### src/rtl/addr_dec_pkg.sv
package addr_dec_pkg;

    localparam int MAP_BITS     = 44;
    localparam int CODE_W       = 3;
    localparam int TGT_W        = 3;
    localparam int NUM_REGIONS  = 6;
    localparam int REGION_IDX_W = $clog2(NUM_REGIONS);
    localparam int STRIPE_LSB   = 8;

    typedef logic [MAP_BITS:0]       ext_addr_t;
    typedef logic [CODE_W-1:0]       map_code_t;
    typedef logic [TGT_W-1:0]        tgt_idx_t;

    localparam map_code_t CODE_STRIPE = 3'd7;

    typedef struct packed {
        logic                    hit;
        logic [REGION_IDX_W-1:0] idx;
    } region_hit_t;

    typedef struct packed {
        logic     valid;
        logic     decerr;
        tgt_idx_t target;
    } decode_rsp_t;

    function automatic ext_addr_t region_base(input int r);
        case (r)
            0:       return 45'h000_0000_0000;
            1:       return 45'h000_8000_0000;
            2:       return 45'h008_0000_0000;
            3:       return 45'h010_0000_0000;
            4:       return 45'h080_0000_0000;
            default: return 45'h800_0000_0000;
        endcase
    endfunction

    function automatic ext_addr_t region_end(input int r);
        case (r)
            0:       return 45'h000_8000_0000;
            1:       return 45'h001_0000_0000;
            2:       return 45'h010_0000_0000;
            3:       return 45'h020_0000_0000;
            4:       return 45'h100_0000_0000;
            default: return 45'h1000_0000_0000;
        endcase
    endfunction

    function automatic int stripe_ways(input int n_mem);
        if (n_mem >= 4)      return 4;
        else if (n_mem >= 2) return 2;
        else                 return 1;
    endfunction

endpackage

### src/rtl/region_lookup.sv
module region_lookup
    import addr_dec_pkg::*;
#(
    parameter int PA_WIDTH = 48
) (
    input  logic [PA_WIDTH-1:0] addr_i,
    output logic                oob_o,
    output region_hit_t         hit_o
);

    logic [MAP_BITS-1:0]    low_addr;
    ext_addr_t              ext_addr;
    logic [NUM_REGIONS-1:0] match;

    generate
        if (PA_WIDTH > MAP_BITS) begin : g_wide
            assign oob_o    = |addr_i[PA_WIDTH-1:MAP_BITS];
            assign low_addr = addr_i[MAP_BITS-1:0];
        end else begin : g_narrow
            assign oob_o    = 1'b0;
            assign low_addr = MAP_BITS'(addr_i);
        end
    endgenerate

    assign ext_addr = {1'b0, low_addr};

    generate
        for (genvar r = 0; r < NUM_REGIONS; r++) begin : g_cmp
            assign match[r] = (ext_addr >= region_base(r)) &&
                              (ext_addr <  region_end(r));
        end
    endgenerate

    always_comb begin
        hit_o = '0;
        for (int r = NUM_REGIONS - 1; r >= 0; r--) begin
            if (match[r]) begin
                hit_o.hit = 1'b1;
                hit_o.idx = REGION_IDX_W'(r);
            end
        end
    end

endmodule

### src/rtl/route_resolve.sv
module route_resolve
    import addr_dec_pkg::*;
#(
    parameter int NUM_MI  = 7,
    parameter int NUM_MEM = 4
) (
    input  map_code_t  code_i,
    input  logic [1:0] stripe_sel_i,
    output tgt_idx_t   tgt_o,
    output logic       absent_o
);

    localparam int WAYS        = stripe_ways(NUM_MEM);
    localparam int STRIPE_BASE = NUM_MI - WAYS;

    tgt_idx_t stripe_off;

    generate
        if (WAYS == 4) begin : g_four
            assign stripe_off = TGT_W'(stripe_sel_i);
        end else if (WAYS == 2) begin : g_two
            assign stripe_off = TGT_W'(stripe_sel_i[0]);
        end else begin : g_one
            assign stripe_off = '0;
        end
    endgenerate

    always_comb begin
        if (code_i == CODE_STRIPE) begin
            tgt_o    = TGT_W'(STRIPE_BASE) + stripe_off;
            absent_o = 1'b0;
        end else begin
            tgt_o    = code_i;
            absent_o = (int'(code_i) >= NUM_MI);
        end
    end

endmodule

### src/rtl/addr_stripe_decoder.sv
module addr_stripe_decoder
    import addr_dec_pkg::*;
#(
    parameter int NUM_MI   = 7,
    parameter int NUM_MEM  = 4,
    parameter int PA_WIDTH = 48
) (
    input  logic                          clk,
    input  logic                          rst,
    input  logic [NUM_REGIONS*CODE_W-1:0] cfg_map_i,
    input  logic                          req_valid_i,
    input  logic [PA_WIDTH-1:0]           req_addr_i,
    output logic                          rsp_valid_o,
    output logic [TGT_W-1:0]              rsp_target_o,
    output logic                          rsp_decerr_o
);

    localparam int WAYS = stripe_ways(NUM_MEM);

    map_code_t   map_q [NUM_REGIONS];
    region_hit_t hit;
    logic        oob;
    map_code_t   sel_code;
    tgt_idx_t    route_tgt;
    logic        absent;
    logic        err;
    decode_rsp_t rsp_q;

    always_ff @(posedge clk) begin
        if (rst) begin
            for (int r = 0; r < NUM_REGIONS; r++) begin
                map_q[r] <= cfg_map_i[r*CODE_W +: CODE_W];
            end
        end
    end

    region_lookup #(.PA_WIDTH(PA_WIDTH)) u_lookup (
        .addr_i (req_addr_i),
        .oob_o  (oob),
        .hit_o  (hit)
    );

    assign sel_code = map_q[hit.idx];

    route_resolve #(.NUM_MI(NUM_MI), .NUM_MEM(NUM_MEM)) u_route (
        .code_i       (sel_code),
        .stripe_sel_i (req_addr_i[STRIPE_LSB +: 2]),
        .tgt_o        (route_tgt),
        .absent_o     (absent)
    );

    assign err = oob || !hit.hit || absent;

    always_ff @(posedge clk) begin
        if (rst) begin
            rsp_q <= '0;
        end else begin
            rsp_q.valid  <= req_valid_i;
            rsp_q.decerr <= req_valid_i && err;
            rsp_q.target <= (req_valid_i && !err) ? route_tgt : '0;
        end
    end

    assign rsp_valid_o  = rsp_q.valid;
    assign rsp_target_o = rsp_q.target;
    assign rsp_decerr_o = rsp_q.decerr;


    valid_follow_chk: assert property (@(posedge clk) disable iff (rst)
        !$past(rst) |-> (rsp_valid_o == $past(req_valid_i)));


    reserved_err_chk: assert property (@(posedge clk) disable iff (rst)
        (req_valid_i && !hit.hit) |=> rsp_decerr_o);


    present_tgt_chk: assert property (@(posedge clk) disable iff (rst)
        (rsp_valid_o && !rsp_decerr_o) |-> (int'(rsp_target_o) < NUM_MI));


    map_hold_chk: assert property (@(posedge clk) disable iff (rst)
        !$past(rst) |-> ($stable(map_q[0]) && $stable(map_q[1]) && $stable(map_q[2]) &&
                         $stable(map_q[3]) && $stable(map_q[4]) && $stable(map_q[5])));


    stripe_set_chk: assert property (@(posedge clk) disable iff (rst)
        (req_valid_i && hit.hit && !oob && sel_code == CODE_STRIPE) |=>
        (!rsp_decerr_o && int'(rsp_target_o) >= NUM_MI - WAYS));

    generate
        if (PA_WIDTH > MAP_BITS) begin : g_oob_chk

            high_addr_chk: assert property (@(posedge clk) disable iff (rst)
                (req_valid_i && |req_addr_i[PA_WIDTH-1:MAP_BITS]) |=> rsp_decerr_o);
        end
    endgenerate

endmodule

### config.mk
export PLATFORM = sky130hd
export DESIGN_NAME = addr_stripe_decoder
export DESIGN_NICKNAME = d
export VERILOG_FILES = /design/src/rtl/addr_dec_pkg.sv /design/src/rtl/region_lookup.sv /design/src/rtl/route_resolve.sv /design/src/rtl/addr_stripe_decoder.sv
export SDC_FILE = /design/constraint.sdc
export NUM_CORES = 1
export LEC_CHECK = 0
export BUFFER_PORTS_ARGS = -buffer_cell sky130_fd_sc_hd__buf_2
export CAP_MARGIN = 25
export CORE_ASPECT_RATIO = 1.75
export CORE_MARGIN = 2
export CORE_UTILIZATION = 40
export CTS_BUF_LIST = sky130_fd_sc_hd__clkbuf_2
export DETAILED_ROUTE_END_ITERATION = 7
export MAX_ROUTING_LAYER = met4
export PLACE_DENSITY = 0.78
export SYNTH_ARGS = -nofsm -noshare
export SYNTH_HDL_FRONTEND = slang
export SYNTH_SLANG_ARGS = --single-unit
### constraint.sdc
create_clock -name clk -period 2.2 [get_ports clk]
set_input_delay 0.22 -clock clk [delete_from_list [all_inputs] [get_ports clk]]
set_output_delay 0.22 -clock clk [all_outputs]
set_load 0.02 [all_outputs]
==> Word-level counts from Yosys, hierarchy flattened <==
Memories as Yosys holds them, arrays and structs flattened.
Index checks and enable logic that the tools add are counted.
{ "classes": {"addsub": 1, "n_eq_ne": 1, "n_mux": 10, "n_bitwise": 1, "n_reduce_logical": 14, "magnitude_cmp": 13} }
{ "ops": {"columns": ["cell", "count"], "rows": [
  ["44-bit by 45-bit < comparator with 1-bit output, second input constant", 1],
  ["44-bit by 1-bit >= comparator with 1-bit output, second input constant", 1],
  ["44-bit by 32-bit >= comparator with 1-bit output, second input constant", 1],
  ["44-bit by 36-bit >= comparator with 1-bit output, second input constant", 1],
  ["44-bit by 37-bit >= comparator with 1-bit output, second input constant", 1],
  ["44-bit by 40-bit >= comparator with 1-bit output, second input constant", 1],
  ["44-bit >= comparator, second input constant", 1],
  ["44-bit by 32-bit < comparator with 1-bit output, second input constant", 1],
  ["44-bit by 33-bit < comparator with 1-bit output, second input constant", 1],
  ["44-bit by 37-bit < comparator with 1-bit output, second input constant", 1],
  ["44-bit by 38-bit < comparator with 1-bit output, second input constant", 1],
  ["44-bit by 41-bit < comparator with 1-bit output, second input constant", 1],
  ["4-bit two-way mux", 6],
  ["1-bit logical AND", 8],
  ["4-bit OR reduction", 1],
  ["2-bit by 2-bit adder with 3-bit output, first input constant", 1],
  ["3-bit == test, second input constant", 1],
  ["3-bit >= comparator, second input constant", 1],
  ["1-bit two-way mux", 3],
  ["3-bit two-way mux", 1],
  ["1-bit zero test", 2],
  ["1-bit logical OR", 2],
  ["2-bit OR reduction", 1],
  ["1-bit inverter", 1]
]} }
{ "word_totals": {"ram_bits": 18, "inputBits": 69, "n_memories": 1, "word_cells": 44, "output_inout_bits": 5, "register_bits": 5} }
{ "mem_list": {"columns": ["memory", "words", "word_bits", "rd", "rd_ports_with_merged_regs", "wr", "line_no", "source"], "rows": [
  ["map_q", 6, 3, 1, 0, 6, "addr_stripe_decoder.sv:20", "map_code_t map_q [NUM_REGIONS];"]
]} }

==> Depth between registers and ports, before layout <==
An unclocked memory read counts as a cell.
{ "depth": {"word_depth": 16, "depth_mapped": 5, "mapped_depth_nobuf": 5} }

==> By module <==
From an unflattened synthesis, not the netlist that was laid out.
{ "unflattened": {"cells_unflattened": 71, "area_unflattened_um2": 985.9} }
{ "by_module_without_submodules": {"columns": ["mod", "seq_area_each_um2", "area_per_inst_um2", "n_inst", "cells_per_inst"], "rows": [
  ["addr_stripe_decoder", 640.6, 833.3, 1, 47],
  ["region_lookup", 0.0, 92.6, 1, 14],
  ["route_resolve", 0.0, 60.1, 1, 10]
]} }

==> Least setup slack after synthesis <==
No wires, ideal clock.
{ "synth_path": {"path_kind": "input to register", "startpoint": "input port req_addr_i[38]", "endpoint": "register rsp_q (netlist bit rsp_target_o[0])", "arrival_ps": 1644, "setup_slack_ps": 465, "t_required_ps": 2109, "stages": 5, "setup_ps": 91, "path_buffers": 0, "path_cell_list": "nor4_2 nand2_1 o21ai_2 mux2_4 a311oi_1"} }
{ "synth_via": {"elab_chain_len": 16, "elab_cells_between_ends": 36, "cone_classes": "13 x order compare; 1 x eq/ne; 8 x mux; 1 x bitwise; 12 x reduce/logical; 1 x memory"} }
{ "synth_lines": {"columns": ["element", "line_no", "source"], "rows": [
  ["from (decl)", "addr_stripe_decoder.sv:12", "input logic [PA_WIDTH-1:0] req_addr_i,"],
  ["44-bit by 45-bit < comparator with 1-bit output or 44-bit >= comparator (tied branches)", "region_lookup.sv:30, region_lookup.sv:29", null],
  ["1-bit logical AND", "region_lookup.sv:29", "assign match[r] = (ext_addr >= region_base(r)) &&"],
  ["4-bit two-way mux (5 in a row)", "region_lookup.sv:37", "if (match[r]) begin"],
  ["4-bit two-way mux *", "region_lookup.sv:37", null],
  ["memory read 6 x 3 bit", null, null],
  ["3-bit >= comparator or 3-bit == test (tied branches)", "route_resolve.sv:34, route_resolve.sv:29", null],
  ["1-bit two-way mux", "route_resolve.sv:29", "if (code_i == CODE_STRIPE) begin"],
  ["1-bit logical OR", "addr_stripe_decoder.sv:52", "assign err = oob || !hit.hit || absent;"],
  ["1-bit zero test", "addr_stripe_decoder.sv:60", "rsp_q.target <= (req_valid_i && !err) ? route_tgt : '0;"],
  ["1-bit logical AND", "addr_stripe_decoder.sv:60", null],
  ["1-bit inverter (no source line)", null, null],
  ["2-bit OR reduction (no source line)", null, null],
  ["to (decl)", "addr_stripe_decoder.sv:27", "decode_rsp_t rsp_q;"]
]} }
Mark *: on every way between the ends. The rest lies on a longest branch, timed or not.
A chain may end at the register's enable or synchronous reset.

==> Worst setup path in the final report <==
{ "layout_path": {"startpoint": "input port req_addr_i[38]", "endpoint": "register rsp_q (netlist bit rsp_target_o[1])"} }
The elaborated chain is that of the path after synthesis.

==> impl_metrics.yaml <==
run_status:
  run_status: "completed"
grt:
  globalRouteTotalUtil_pct: 14.8
  grt_overflow: 0
  via_count_of_the_first_global_routing_pass: 931
  grt_max_degree: 20
  grt_pass1_wl_um: 3440
  grt_antenna_before_repair: 0
timing:
  timing.max_slew.rel_slack_pct: 62.7
  report.final.slew_viol_count: 0
  setup-tns-final_ns: 0
  hold-worst-slack_ns: 0.0563
  report.final.hold_viol_count: 0
  maxClockFrequency_ghz: 0.611
  period_minus_slack_ns: 1.64
  post-route-worst-setup-slack_ns: 0.563
  worstMarginPinSlew_ns: 0.552
  rsz_0062_raised_after_global_routing: "false"
  min_period_over_period_pct: 74.4
  finalClockSkew_ns: 0.0257
  setup_violations: 0
yosys:
  synth_area_per_cell_um2: 12.9
  synthArstFlopShare_pct: 0
  netlist_top_cells_area: "sky130_fd_sc_hd__edfxtp_1 51%, sky130_fd_sc_hd__dfxtp_1 9.5%, sky130_fd_sc_hd__a21oi_1 2.8%"
  dominantRegCellSynth: "sky130_fd_sc_hd__edfxtp_1"
  netlist.area_leader.share_pct: 51.1
  yosys.cell_types.count: 33
  syn_inst: 82
  ys_ff_latch: 23
  synth_fp_nets: 152
  yosys.area.top_type: "sky130_fd_sc_hd__edfxtp_1"
  netlist_area_before_placement_um2: 1060
  synth-edff-count: 18
  yosys_warnings: 0
  synth-seq-area-share_pct: 60.6
job:
  number_of_max_cap_violations: 0
floorplanning:
  dieArea_um2: 3090
  floorplan.core_area_um2: 2490
  placementRows: 24
  initial_utilization_pct: 42.4
  io-pin-count: 74
  die-width_um: 42.9
  height_of_the_die_um: 72.0
route:
  routed-via-count: 920
  route.final.wire_length_um: 2200
  post_drt_via_cell_ratio: 5.82
  first_pass_iteration_count_of_the_detailed_router: 4
  routed_wire_length_per_instance_um: 13.9
  route.detailed.drc: 0
  postRouteAntennaNets: 0
  drt_first_iter_violations: 30
cells_and_area:
  areaGrowthSynthToFinish_pct: 27.2
  finish.instance_area_um2: 1350
  final_layout_size_suffix_gt1_share_pct: 41.7
  utilization_pct: 54.0
  layout.cells.non_filler: 158
  design.final.nets: 203
  antenna-diode-count: 0
cts:
  ctsResizeCount: 0
  ctsLongestPathBuffers: 2
  clk_pin_slew_worst_paths_ns: 0.20
  cts_hold_buffers_added: 0
  clock_insertion_delay_at_the_later_pin_of_the_skew_report_ns: 0.32
  htree_num_levels: 1
  post-cts-setup-buffers: 0
  tritoncts.num_buffers: 3
  clock_tree.root_cell: "sky130_fd_sc_hd__clkbuf_2"
  clock_tree_from_tritoncts: "yes"
  clock_sink_count: 23
placement:
  place.gp.congestion: 0.827
  pre_cts_slack_ns: 0.211
  place.port_buffers: 44
  dp_hpwl_um: 1840
  placed_instances: 154
  dpl-instance-area_um2: 1330
critical_path:
  critical_path_required_ns: 2.45
  critPathMaxFanout: 5
  timing_worst_setup_path_type: "input port to flop"
  critical_path.slowest_cell: "sky130_fd_sc_hd__or4_4"
  timing.critical_path.from_type: "input port"
  crit_path_cell_trace: "buf_2, or4_4, o31ai_1, a31oi_1, mux2_4, a311oi_1"
  timing.critical_path.to_type: "flop"
  arrival_ns: 1.88
  critical-path-max-stage-delay_ns: 0.57
power_and_ir_drop:
  power.density_nw_per_um2: 583
  leak_pwr_nw: 0.547
  post-layout-total-power_uw: 784
  vdd_ir_drop_max_mv: 0.456
hold_path:
  hold_path_class: "input port to flop"
## placed cells by master, fill, tap and decap left out, drive strengths merged, types with 2 or more instances in the layout
master  netlist  routed
nor2b         3       3
clkbuf        0       4
a31oi         2       2
a211oi        4       4
inv           3       3
nand2         3       3
o211ai        2       2
a21oi         6       6
mux2          2       2
dfxtp         5       5
nor2          2       2
nand4         2       2
and4          2       2
nor3          4       4
o21ai         2       2
o31ai         2       2
buf           0      46
a311oi        3       3
mux2i         2       2
or4           2       2
nor4          3       3
edfxtp       18      18
## Yosys cell counts (3+ instances only)
cell type and number:
sky130_fd_sc_hd__edfxtp_1 18, sky130_fd_sc_hd__a21oi_1 6, sky130_fd_sc_hd__dfxtp_1 5, sky130_fd_sc_hd__a211oi_1 4, sky130_fd_sc_hd__nor3_1 4, sky130_fd_sc_hd__a311oi_1 3
sky130_fd_sc_hd__inv_1 3, sky130_fd_sc_hd__nand2_1 3, sky130_fd_sc_hd__nor2b_1 3
## worst paths after layout
| check | endpoint | cells past startpoint | startpoint | slack [ns] |
|---|---|---|---|---|
| setup / recovery | rsp_target_o[1]$_SDFF_PP0_ | 6 | req_addr_i[38] | 0.56 |
| hold / removal | map_q[2][2]$_DFFE_PP_ | 1 | cfg_map_i[8] | 0.06 |
| setup reg to reg | rsp_target_o[0]$_SDFF_PP0_ | 4 | map_q[2][1]$_DFFE_PP_ | 0.81 |
| hold reg to reg | rsp_target_o[1]$_SDFF_PP0_ | 3 | map_q[0][2]$_DFFE_PP_ | 0.75 |
## sequential cells by signal, indices dropped and copies added, names as in the netlist
register / cells
rsp_decerr_o: 1
rsp_target_o: 3
rsp_valid_o: 1
map_q: 18
## layout make-up
type	instances	area, um2
fill	237	1150
sequential	23	641
multi-input combinational	56	405
timing repair buffer	46	235
tap	26	32.5
clock buffer	4	20.0
inverter	3	11.3
## critical path: cells and delay by family
kind            cells  cell delay (ns)
compound gates      3             0.69
simple gates        1             0.57
buf+inv             1             0.11
mux                 1             0.30
## report_power, final
part           switching, mW  internal, mW  leakage, nW
sequential           0.00746         0.500        0.217
combinational         0.0609        0.0569        0.313
clock                  0.110        0.0482       0.0166
## cell families (layout without fill, tap and decap cells)
family / Yosys count / in the layout / share of synthesized area (%)
flops: 23 / 23 / 60.6
compound gates: 25 / 25 / 16.6
mux: 4 / 4 / 4.73
buf+inv: 3 / 53 / 1.07
simple gates: 26 / 26 / 15.9
fa+ha+maj: 1 / 1 / 1.18
## routing by layer
metal	wire (um)	vias up	GRT usage [%]	part of all wire, %
li1	-	442	-	-
met1	732	429	11.2	33
met2	1280	39	30.0	58
met3	109	10	2.49	4.9
met4	81	0	8.33	3.7
met5	0	-	-	0
(Power assumes the default switching activity.)
